==> src/rtl/alu8_pkg.sv <==
package alu8_pkg;

   localparam int OP_W = 5;

   typedef enum logic [OP_W-1:0] {
      OP_ADD = 5'b00000,
      OP_ADC = 5'b00001,
      OP_SUB = 5'b00010,
      OP_SBB = 5'b00011,
      OP_INC = 5'b00100,
      OP_DEC = 5'b00101,
      OP_MUL = 5'b00110,
      OP_DIV = 5'b00111,
      OP_AND = 5'b01000,
      OP_OR  = 5'b01001,
      OP_XOR = 5'b01010,
      OP_NOT = 5'b01011,
      OP_SHL = 5'b10000,
      OP_SHR = 5'b10001,
      OP_ROL = 5'b10010,
      OP_ROR = 5'b10011
   } alu_op_e;

   typedef struct packed {
      logic carry;
      logic ovf;
      logic borrow;
   } alu_flags_t;

endpackage

==> src/rtl/alu8_arith.sv <==
module alu8_arith
   import alu8_pkg::*;
#(
   parameter int W         = 8,
   parameter bit MUL_ARRAY = 1'b1
) (
   input  logic [OP_W-1:0] op,
   input  logic [W-1:0]    a,
   input  logic [W-1:0]    b,
   input  logic            cin,
   output logic [2*W-1:0]  res,
   output alu_flags_t      fl,
   output logic            hit
);

   localparam int RW = 2 * W;

   logic [W-1:0]  addend;
   logic          cin_eff;
   logic [W:0]    sum;
   logic          signed_ovf;
   logic [RW-1:0] prod;
   logic [W-1:0]  quo;
   logic [W-1:0]  rem;
   logic [W-1:0]  part [W+1];

   // operand steering for the shared adder
   always_comb begin
      addend  = '0;
      cin_eff = 1'b0;
      case (op)
         OP_ADD: addend = b;
         OP_ADC: begin addend = b;  cin_eff = cin;  end
         OP_SUB: begin addend = ~b; cin_eff = 1'b1; end
         OP_SBB: begin addend = ~b; cin_eff = ~cin; end
         OP_INC: cin_eff = 1'b1;
         OP_DEC: addend = '1;
         default: ;
      endcase
   end

   assign sum        = {1'b0, a} + {1'b0, addend} + {{W{1'b0}}, cin_eff};
   assign signed_ovf = (a[W-1] == addend[W-1]) && (sum[W-1] != a[W-1]);

   // multiplier variant
   generate
      if (MUL_ARRAY) begin : g_mul_array
         logic [RW-1:0] pp [W];
         for (genvar i = 0; i < W; i++) begin : g_pp
            assign pp[i] = b[i] ? (RW'(a) << i) : '0;
         end
         always_comb begin
            prod = '0;
            for (int i = 0; i < W; i++) prod = prod + pp[i];
         end
         always_comb begin
            assert_mul_product_R5: assert (prod == RW'(a) * RW'(b));
         end
      end else begin : g_mul_op
         assign prod = RW'(a) * RW'(b);
      end
   endgenerate

   // restoring divider, one subtract stage per quotient bit
   assign part[0] = '0;
   generate
      for (genvar s = 0; s < W; s++) begin : g_div_stage
         logic [W:0] trial;
         logic [W:0] diff;
         assign trial             = {part[s], a[W-1-s]};
         assign diff              = trial - {1'b0, b};
         assign quo[W-1-s]        = ~diff[W];
         assign part[s+1]         = diff[W] ? trial[W-1:0] : diff[W-1:0];
      end
   endgenerate
   assign rem = part[W];

   always_comb begin
      if (b != '0) begin
         assert_div_identity_R6: assert ((RW'(quo) * RW'(b) + RW'(rem) == RW'(a)) && (rem < b));
      end
   end

   // result selection
   assign hit = (op[OP_W-1:3] == '0);

   always_comb begin
      res = '0;
      fl  = '0;
      case (op)
         OP_ADD, OP_ADC: begin
            res      = RW'(sum[W-1:0]);
            fl.carry = sum[W];
            fl.ovf   = signed_ovf;
         end
         OP_SUB, OP_SBB: begin
            res       = RW'(sum[W-1:0]);
            fl.borrow = ~sum[W];
            fl.ovf    = signed_ovf;
         end
         OP_INC: begin
            res      = RW'(sum[W-1:0]);
            fl.carry = sum[W];
         end
         OP_DEC: begin
            res       = RW'(sum[W-1:0]);
            fl.borrow = ~sum[W];
         end
         OP_MUL: res = prod;
         OP_DIV: begin
            if (b == '0) begin
               res    = '1;
               fl.ovf = 1'b1;
            end else begin
               res = {rem, quo};
            end
         end
         default: ;
      endcase
   end

   always_comb begin
      assert_carry_borrow_excl_R2: assert (!(fl.carry && fl.borrow));
      if (op == OP_INC && fl.carry) begin
         assert_inc_wrap_R4: assert (a == '1);
      end
   end

endmodule

==> src/rtl/alu8_logic.sv <==
module alu8_logic
   import alu8_pkg::*;
#(
   parameter int W = 8
) (
   input  logic [OP_W-1:0] op,
   input  logic [W-1:0]    a,
   input  logic [W-1:0]    b,
   output logic [W-1:0]    res,
   output logic            hit
);

   always_comb begin
      hit = 1'b1;
      case (op)
         OP_AND:  res = a & b;
         OP_OR:   res = a | b;
         OP_XOR:  res = a ^ b;
         OP_NOT:  res = ~a;
         default: begin res = '0; hit = 1'b0; end
      endcase
   end

   always_comb begin
      if (op == OP_NOT) begin
         assert_not_complement_R8: assert ((res ^ a) == '1);
      end
   end

endmodule

==> src/rtl/alu8_shift.sv <==
module alu8_shift
   import alu8_pkg::*;
#(
   parameter int W = 8
) (
   input  logic [OP_W-1:0] op,
   input  logic [W-1:0]    a,
   output logic [W-1:0]    res,
   output logic            carry,
   output logic            hit
);

   logic [W-1:0] left_raw;
   logic [W-1:0] right_raw;

   // bitwise move networks
   generate
      for (genvar i = 0; i < W; i++) begin : g_move
         if (i == 0) begin : g_lsb
            assign left_raw[i] = 1'b0;
         end else begin : g_lo
            assign left_raw[i] = a[i-1];
         end
         if (i == W - 1) begin : g_msb
            assign right_raw[i] = 1'b0;
         end else begin : g_hi
            assign right_raw[i] = a[i+1];
         end
      end
   endgenerate

   always_comb begin
      hit   = 1'b1;
      res   = '0;
      carry = 1'b0;
      case (op)
         OP_SHL: begin res = left_raw;                         carry = a[W-1]; end
         OP_SHR: begin res = right_raw;                        carry = a[0];   end
         OP_ROL: begin res = left_raw  | W'(a[W-1]);           carry = a[W-1]; end
         OP_ROR: begin res = right_raw | ({a[0], {(W-1){1'b0}}}); carry = a[0]; end
         default: hit = 1'b0;
      endcase
   end

   always_comb begin
      if (op == OP_ROL || op == OP_ROR) begin
         assert_rotate_ones_R9: assert ($countones(res) == $countones(a));
      end
   end

endmodule

==> src/rtl/alu8_core.sv <==
module alu8_core
   import alu8_pkg::*;
#(
   parameter int W         = 8,
   parameter bit MUL_ARRAY = 1'b1
) (
   input  logic [W-1:0]    operand_a,
   input  logic [W-1:0]    operand_b,
   input  logic            carry_in,
   input  logic [OP_W-1:0] op_sel,
   output logic [2*W-1:0]  result,
   output logic            flag_carry,
   output logic            flag_overflow,
   output logic            flag_borrow,
   output logic            flag_zero
);

   localparam int RW = 2 * W;

   generate
      if (W < 2) begin : g_bad_width
         $error("alu8_core: operand width must be at least 2");
      end
   endgenerate

   logic [RW-1:0] arith_res;
   alu_flags_t    arith_fl;
   logic          arith_hit;
   logic [W-1:0]  logic_res;
   logic          logic_hit;
   logic [W-1:0]  shift_res;
   logic          shift_carry;
   logic          shift_hit;
   logic          any_hit;

   alu8_arith #(.W(W), .MUL_ARRAY(MUL_ARRAY)) u_arith (
      .op  (op_sel),
      .a   (operand_a),
      .b   (operand_b),
      .cin (carry_in),
      .res (arith_res),
      .fl  (arith_fl),
      .hit (arith_hit)
   );

   alu8_logic #(.W(W)) u_logic (
      .op  (op_sel),
      .a   (operand_a),
      .b   (operand_b),
      .res (logic_res),
      .hit (logic_hit)
   );

   alu8_shift #(.W(W)) u_shift (
      .op    (op_sel),
      .a     (operand_a),
      .res   (shift_res),
      .carry (shift_carry),
      .hit   (shift_hit)
   );

   assign any_hit = arith_hit | logic_hit | shift_hit;

   always_comb begin
      result        = '0;
      flag_carry    = 1'b0;
      flag_overflow = 1'b0;
      flag_borrow   = 1'b0;
      if (arith_hit) begin
         result        = arith_res;
         flag_carry    = arith_fl.carry;
         flag_overflow = arith_fl.ovf;
         flag_borrow   = arith_fl.borrow;
      end else if (logic_hit) begin
         result = RW'(logic_res);
      end else if (shift_hit) begin
         result     = RW'(shift_res);
         flag_carry = shift_carry;
      end
   end

   assign flag_zero = any_hit && (result == '0);

   always_comb begin
      assert_one_unit_R11: assert ($onehot0({arith_hit, logic_hit, shift_hit}));
      if (!any_hit) begin
         assert_invalid_quiet_R11: assert (result == '0 && !flag_carry && !flag_overflow
                                           && !flag_borrow && !flag_zero);
      end
      if (flag_zero) begin
         assert_zero_flag_R10: assert (result == '0);
      end
   end

endmodule

==> config.mk <==
export PLATFORM = sky130hd
export DESIGN_NAME = alu8_core
export DESIGN_NICKNAME = d
export VERILOG_FILES = /design/src/rtl/alu8_pkg.sv /design/src/rtl/alu8_arith.sv /design/src/rtl/alu8_logic.sv /design/src/rtl/alu8_shift.sv /design/src/rtl/alu8_core.sv
export SDC_FILE = /design/constraint.sdc
export NUM_CORES = 1
export LEC_CHECK = 0
export BUFFER_PORTS_ARGS = -buffer_cell sky130_fd_sc_hd__buf_2
export CAP_MARGIN = 20
export CORE_ASPECT_RATIO = 1.4
export CORE_MARGIN = 2
export CORE_UTILIZATION = 66
export DETAILED_ROUTE_END_ITERATION = 10
export GPL_TIMING_DRIVEN = 0
export PLACE_DENSITY = 0.86
export SYNTH_ARGS = -nofsm -noshare
export SYNTH_HDL_FRONTEND = slang
export SYNTH_SLANG_ARGS = --single-unit
==> constraint.sdc <==
create_clock -name vclk -period 19.13
set_input_delay 0.9565 -clock vclk [all_inputs]
set_output_delay 0.9565 -clock vclk [all_outputs]
set_load 0.01 [all_outputs]
* Yosys cells after proc, flatten, opt, wreduce, memory -nomap -nowiden
Cells that the tools add are included.
** Storage, ports and cells
- Register bits after elaboration :: 0
- Input bits :: 22
- Output and inout bits :: 20
- Logic and storage cells :: 107
** Cells by class
- Add/subtract/negate cells :: 17
- Equal/unequal tests :: 17
- Muxes and demuxes :: 37
- Bitwise logic cells :: 19
- Reduce and logical (&&, ||, !) cells :: 17
** Operators with widths (count)
- 16-bit adder :: 7
- 8-bit 2-to-1 mux :: 11
- 8-bit one-hot mux with 4 select lines :: 2
- 9-bit by 8-bit subtractor with 9-bit output :: 7
- 16-bit one-hot mux with 3 select lines :: 1
- 16-bit 2-to-1 mux :: 2
- 8-bit one-hot mux with 3 select lines :: 1
- 5-bit by 3-bit equality test with 1-bit output (second input constant) :: 4
- 5-bit by 4-bit equality test with 1-bit output (second input constant) :: 4
- 5-bit equality test (second input constant) :: 4
- 16-bit logical NOT :: 1
- 8-bit inverter :: 2
- 15-bit 2-to-1 mux :: 1
- 14-bit 2-to-1 mux :: 1
- 13-bit 2-to-1 mux :: 1
- 12-bit 2-to-1 mux :: 1
- 4-bit OR reduction :: 3
- 11-bit 2-to-1 mux :: 1
- 5-bit by 2-bit equality test with 1-bit output (second input constant) :: 2
- 1-bit 2-to-1 mux :: 10
- 10-bit 2-to-1 mux :: 1
- 1-bit inverter :: 10
- 2-bit OR reduction :: 5
- 8-bit by 8-bit adder with 9-bit output :: 1
- other kinds (20) :: 24

* Longest topological paths before layout
- Depth after elaboration :: 21
- Depth in mapped cells :: 81
- Mapped depth without buffers :: 76

* Cells and area by module
From an unflattened synthesis, not the netlist that was laid out.
** Second synthesis, totals
- Cell total of the unflattened synthesis :: 907
- Area total of the unflattened synthesis :: 7163.1 µm²
** Modules (own cells, without submodules)
- alu8_arith :: times used 1, cells each 765, area an instance 6089.6 µm², sequential area each 0.0 µm²
- alu8_logic :: times used 1, cells each 63, area an instance 548.0 µm², sequential area each 0.0 µm²
- alu8_core :: times used 1, cells each 55, area an instance 360.3 µm², sequential area each 0.0 µm²
- alu8_shift :: times used 1, cells each 24, area an instance 165.2 µm², sequential area each 0.0 µm²

* Least setup slack after synthesis
No wires, ideal clock.
- Path kind :: input to output
- From :: input operand_a[7]
- To :: output flag_zero
- Arrival time :: 16.987 ns
- Required time :: 18.173 ns
- Setup slack :: 1.187 ns
- Stages on the path :: 77
- Path buffers :: 5
- Cells stage by stage :: clkbuf_1 > inv_1 > ha_1 > inv_1 > ha_1 > nand3_1 > nor2_1 > a21oi_1 > fa_1 > or3_1 > a21oi_1 > nor4_2 > o31ai_4 > clkbuf_1 > mux2_2 > ha_1 > o21ai_1 > a21oi_2 > [... 41 more ...] > o21ai_0 > nand2b_1 > a21o_1 > a21o_1 > xnor2_2 > mux2i_1 > fa_1 > a21o_1 > a21oi_1 > o21bai_1 > a21oi_1 > o21bai_1 > a21oi_1 > xnor2_4 > a21o_1 > or3_1 > nor4_1 > nor4bb_1
** On the way
- Word-level cells in the longest chain between the ends :: 21
- Elaborated cells on any way between the ends :: 56
- Those cells by class :: add/sub (17); mux (23); bitwise (14); reduce/logical (2)
** RTL lines
- start: declaration :: line alu8_core.sv:7 : input logic [W-1:0] operand_a,
- 1-bit by 8-bit subtractor with 9-bit output :: line alu8_arith.sv:71 : assign diff = trial - {1'b0, b};
- 8-bit 2-to-1 mux :: line alu8_arith.sv:73 : assign part[s+1] = diff[W] ? trial[W-1:0] : diff[W-1:0];
- 9-bit by 8-bit subtractor with 9-bit output :: line alu8_arith.sv:71
- 8-bit 2-to-1 mux :: line alu8_arith.sv:73
- 9-bit by 8-bit subtractor with 9-bit output :: line alu8_arith.sv:71
- 8-bit 2-to-1 mux :: line alu8_arith.sv:73
- 9-bit by 8-bit subtractor with 9-bit output :: line alu8_arith.sv:71
- 8-bit 2-to-1 mux :: line alu8_arith.sv:73
- [... 6 more ...]
- 9-bit by 8-bit subtractor with 9-bit output :: line alu8_arith.sv:71
- 1-bit inverter :: line alu8_arith.sv:72 : assign quo[W-1-s] = ~diff[W];
- 16-bit 2-to-1 mux :: line alu8_arith.sv:111 : if (b == '0) begin
- 16-bit one-hot mux with 3 select lines :: line alu8_arith.sv:90 : case (op)
- 16-bit 2-to-1 mux * :: line alu8_core.sv:69 : if (arith_hit) begin
- net result[0] :: line alu8_core.sv:11 : output logic [2*W-1:0] result,
- 16-bit logical NOT * :: line alu8_core.sv:82 : assign flag_zero = any_hit && (result == '0);
- 1-bit logical AND * :: line alu8_core.sv:82
- end: declaration :: line alu8_core.sv:15 : output logic flag_zero
The timed path passes the listed nets; every way through them passes the cells marked *.

* Worst setup path after layout
- From :: input operand_a[6]
- To :: output flag_zero
** On the way
- Word-level cells in the longest chain between the ends :: 19
- Elaborated cells on any way between the ends :: 53
- Those cells by class :: add/sub (16); mux (22); bitwise (13); reduce/logical (2)
** RTL lines (line)
- parallel branches: the longest is 16 deep, another holds 16-bit adder
- 16-bit 2-to-1 mux * :: alu8_core.sv:69
- 16-bit logical NOT * :: alu8_core.sv:82
- 1-bit logical AND * :: alu8_core.sv:82
Mark *: on every way between the ends.

==> run metrics <==
wire length per cell 18.37 um; Final GP Congestion 1.004; crit path capture flag_zero; status completed; most frequent cells in the layout 119 x ha_1, 88 x inv_1, 78 x nor2_1; largest net degree at the start of global routing 20; WHS Path Cells 4; ant diodes 0; initial antenna violation count 0; Startpoint Class input port; Critical Path AT 17.42 ns; # IOs 42; Reg area 0 um^2; Crit path top cell by count ha_1; Worst Tran Pin Value 0.9047 ns; fill cell count 869; Min-Delay Path Class in2out; first-pass GRT wire length 32,690 um; DRT Pass-1 Iters 7; area of the core 10,290 um^2; HP Start operand_a[0]; mapped cell area 6899 um^2; DR vias 7,065; FMAX 0.05443 GHz; Initial Utilization 0.6702; Die ar. 11,300 um^2; Synth Instances 899; DP Wirelength 15,910 um; YS warnings 0; Synth cell types 82; Slew Limit Fails 0; top fanout value on the critical path 10; highest cell delay on the worst timing path 0.51 ns; vias in the first global route 6,911; Worst Path Required 18.17 ns; Post-Route Utilization 0.7295; crit path time final 18.37 ns; CP max-delay cell or4_1; Final Hold Vio Count 0; Crit path depth 71; Slew headroom 0.3956; DR iter-0 viols 453; Nets 1,144; crit path from operand_a[6]; register area share after synthesis 0; Buffers on Ports 42; vias per cell 6.470; Placed Cells 1,081; Post-Route WL 20,060 um; standard-cell rows 44; Min Hold Slack 2.431 ns; fin crit share 0.9604; die width 90.41 um; most common cell after layout, fill and taps aside ha_1; Total GRT Usage 0.3480; synthesis-to-layout area growth 8.850%; hold_buf cts 0; CP endpoint kind output pin; Die Y 125.0 um; grt ovf 0; Setup Crit Path Kind in2out; ANT nets after route 0; Layout Cells excl Fill 1,092; multi-input logic area 6491 um^2; max cap viols 0; # DRC 0; Critical path buffers and inverters 8; Setup Viol. Count Final 0; FF+latch count 0; Crit path max-delay family compound AO/OA/AOI/OAI gates; syn avg cell area 7.674 um^2; proportion of layout cells with a drive suffix above 1 0.1384; Layout clock buffers 0
worst min-delay path by stage:
| stage | slack (ns) | to |
|---|---|---|
| 2_1_floorplan | 2.07 | result[7] |
| 3_3_place_gp | 2.41 | flag_borrow |
| 3_5_place_dp | 2.40 | result[7] |
| 4_1_cts | 2.41 | result[7] |
| 5_1_grt | 2.44 | result[7] |
| 6_report | 2.43 | result[7] |
stage by stage:
stage	setup slack, ns	setup TNS, ns	instance area, um^2
after floorplan	1.187	0	6907
after global placement	-1.835	-12.67	7289
after detailed placement	-2.176	-16.37	7302
after CTS	0.01433	0	7402
after global routing	-0.08112	-0.08112	7510
final	0.7582	0	7510
layout make-up:
class	count	share of cell area
multi-input combinational	772	0.8644
tap	138	0.02299
buffer	34	0.02333
timing repair buffer	56	0.04232
inverter	92	0.04698
synthesized netlist by cell type, types with 17 or more instances:
cell type,n,share of area
a21o_1,27,0.029
a21oi_1,60,0.044
clkbuf_1,24,0.013
fa_1,47,0.14
ha_1,119,0.22
inv_1,90,0.049
mux2i_1,17,0.025
nand2_1,74,0.040
nor2_1,79,0.043
nor3_1,17,0.012
o21ai_0,44,0.032
xnor2_1,36,0.046
xor2_1,21,0.027
repair_timing:
action / CTS / global route
pin swaps: 1 / 8
resized for setup: 16 / 22
endpoints found under the setup margin: 10 / 10
setup buffers: 6 / 8
worst min-delay path, stage by stage:
cell	delay (ns)
buf_2	0.14
nand3_1	0.07
nand3_1	0.12
buf_2	0.18
layer usage:
metal / track usage / wire length [um]
met5: 0 / 0
met4: 0.1593 / 1139
met3: 0.02048 / 1127
met2: 0.6599 / 10330
met1: 0.3960 / 7466
logic make-up (layout without fill, tap and decap cells):
family | Yosys count | count (layout) | share of synthesized area
xor gates and xnor gates | 60 | 60 | 0.08107
other | 1 | 3 | 0.0005435
AOI/OAI and AO/OA | 241 | 241 | 0.2388
and+or+nand+nor | 265 | 265 | 0.1941
muxes | 34 | 34 | 0.05404
adders and majority gates | 169 | 169 | 0.3565
buffers and inverters | 129 | 182 | 0.07490
Power is not shown: default switching activity piles up to over one toggle a cycle in this logic, so the estimate is an artifact.
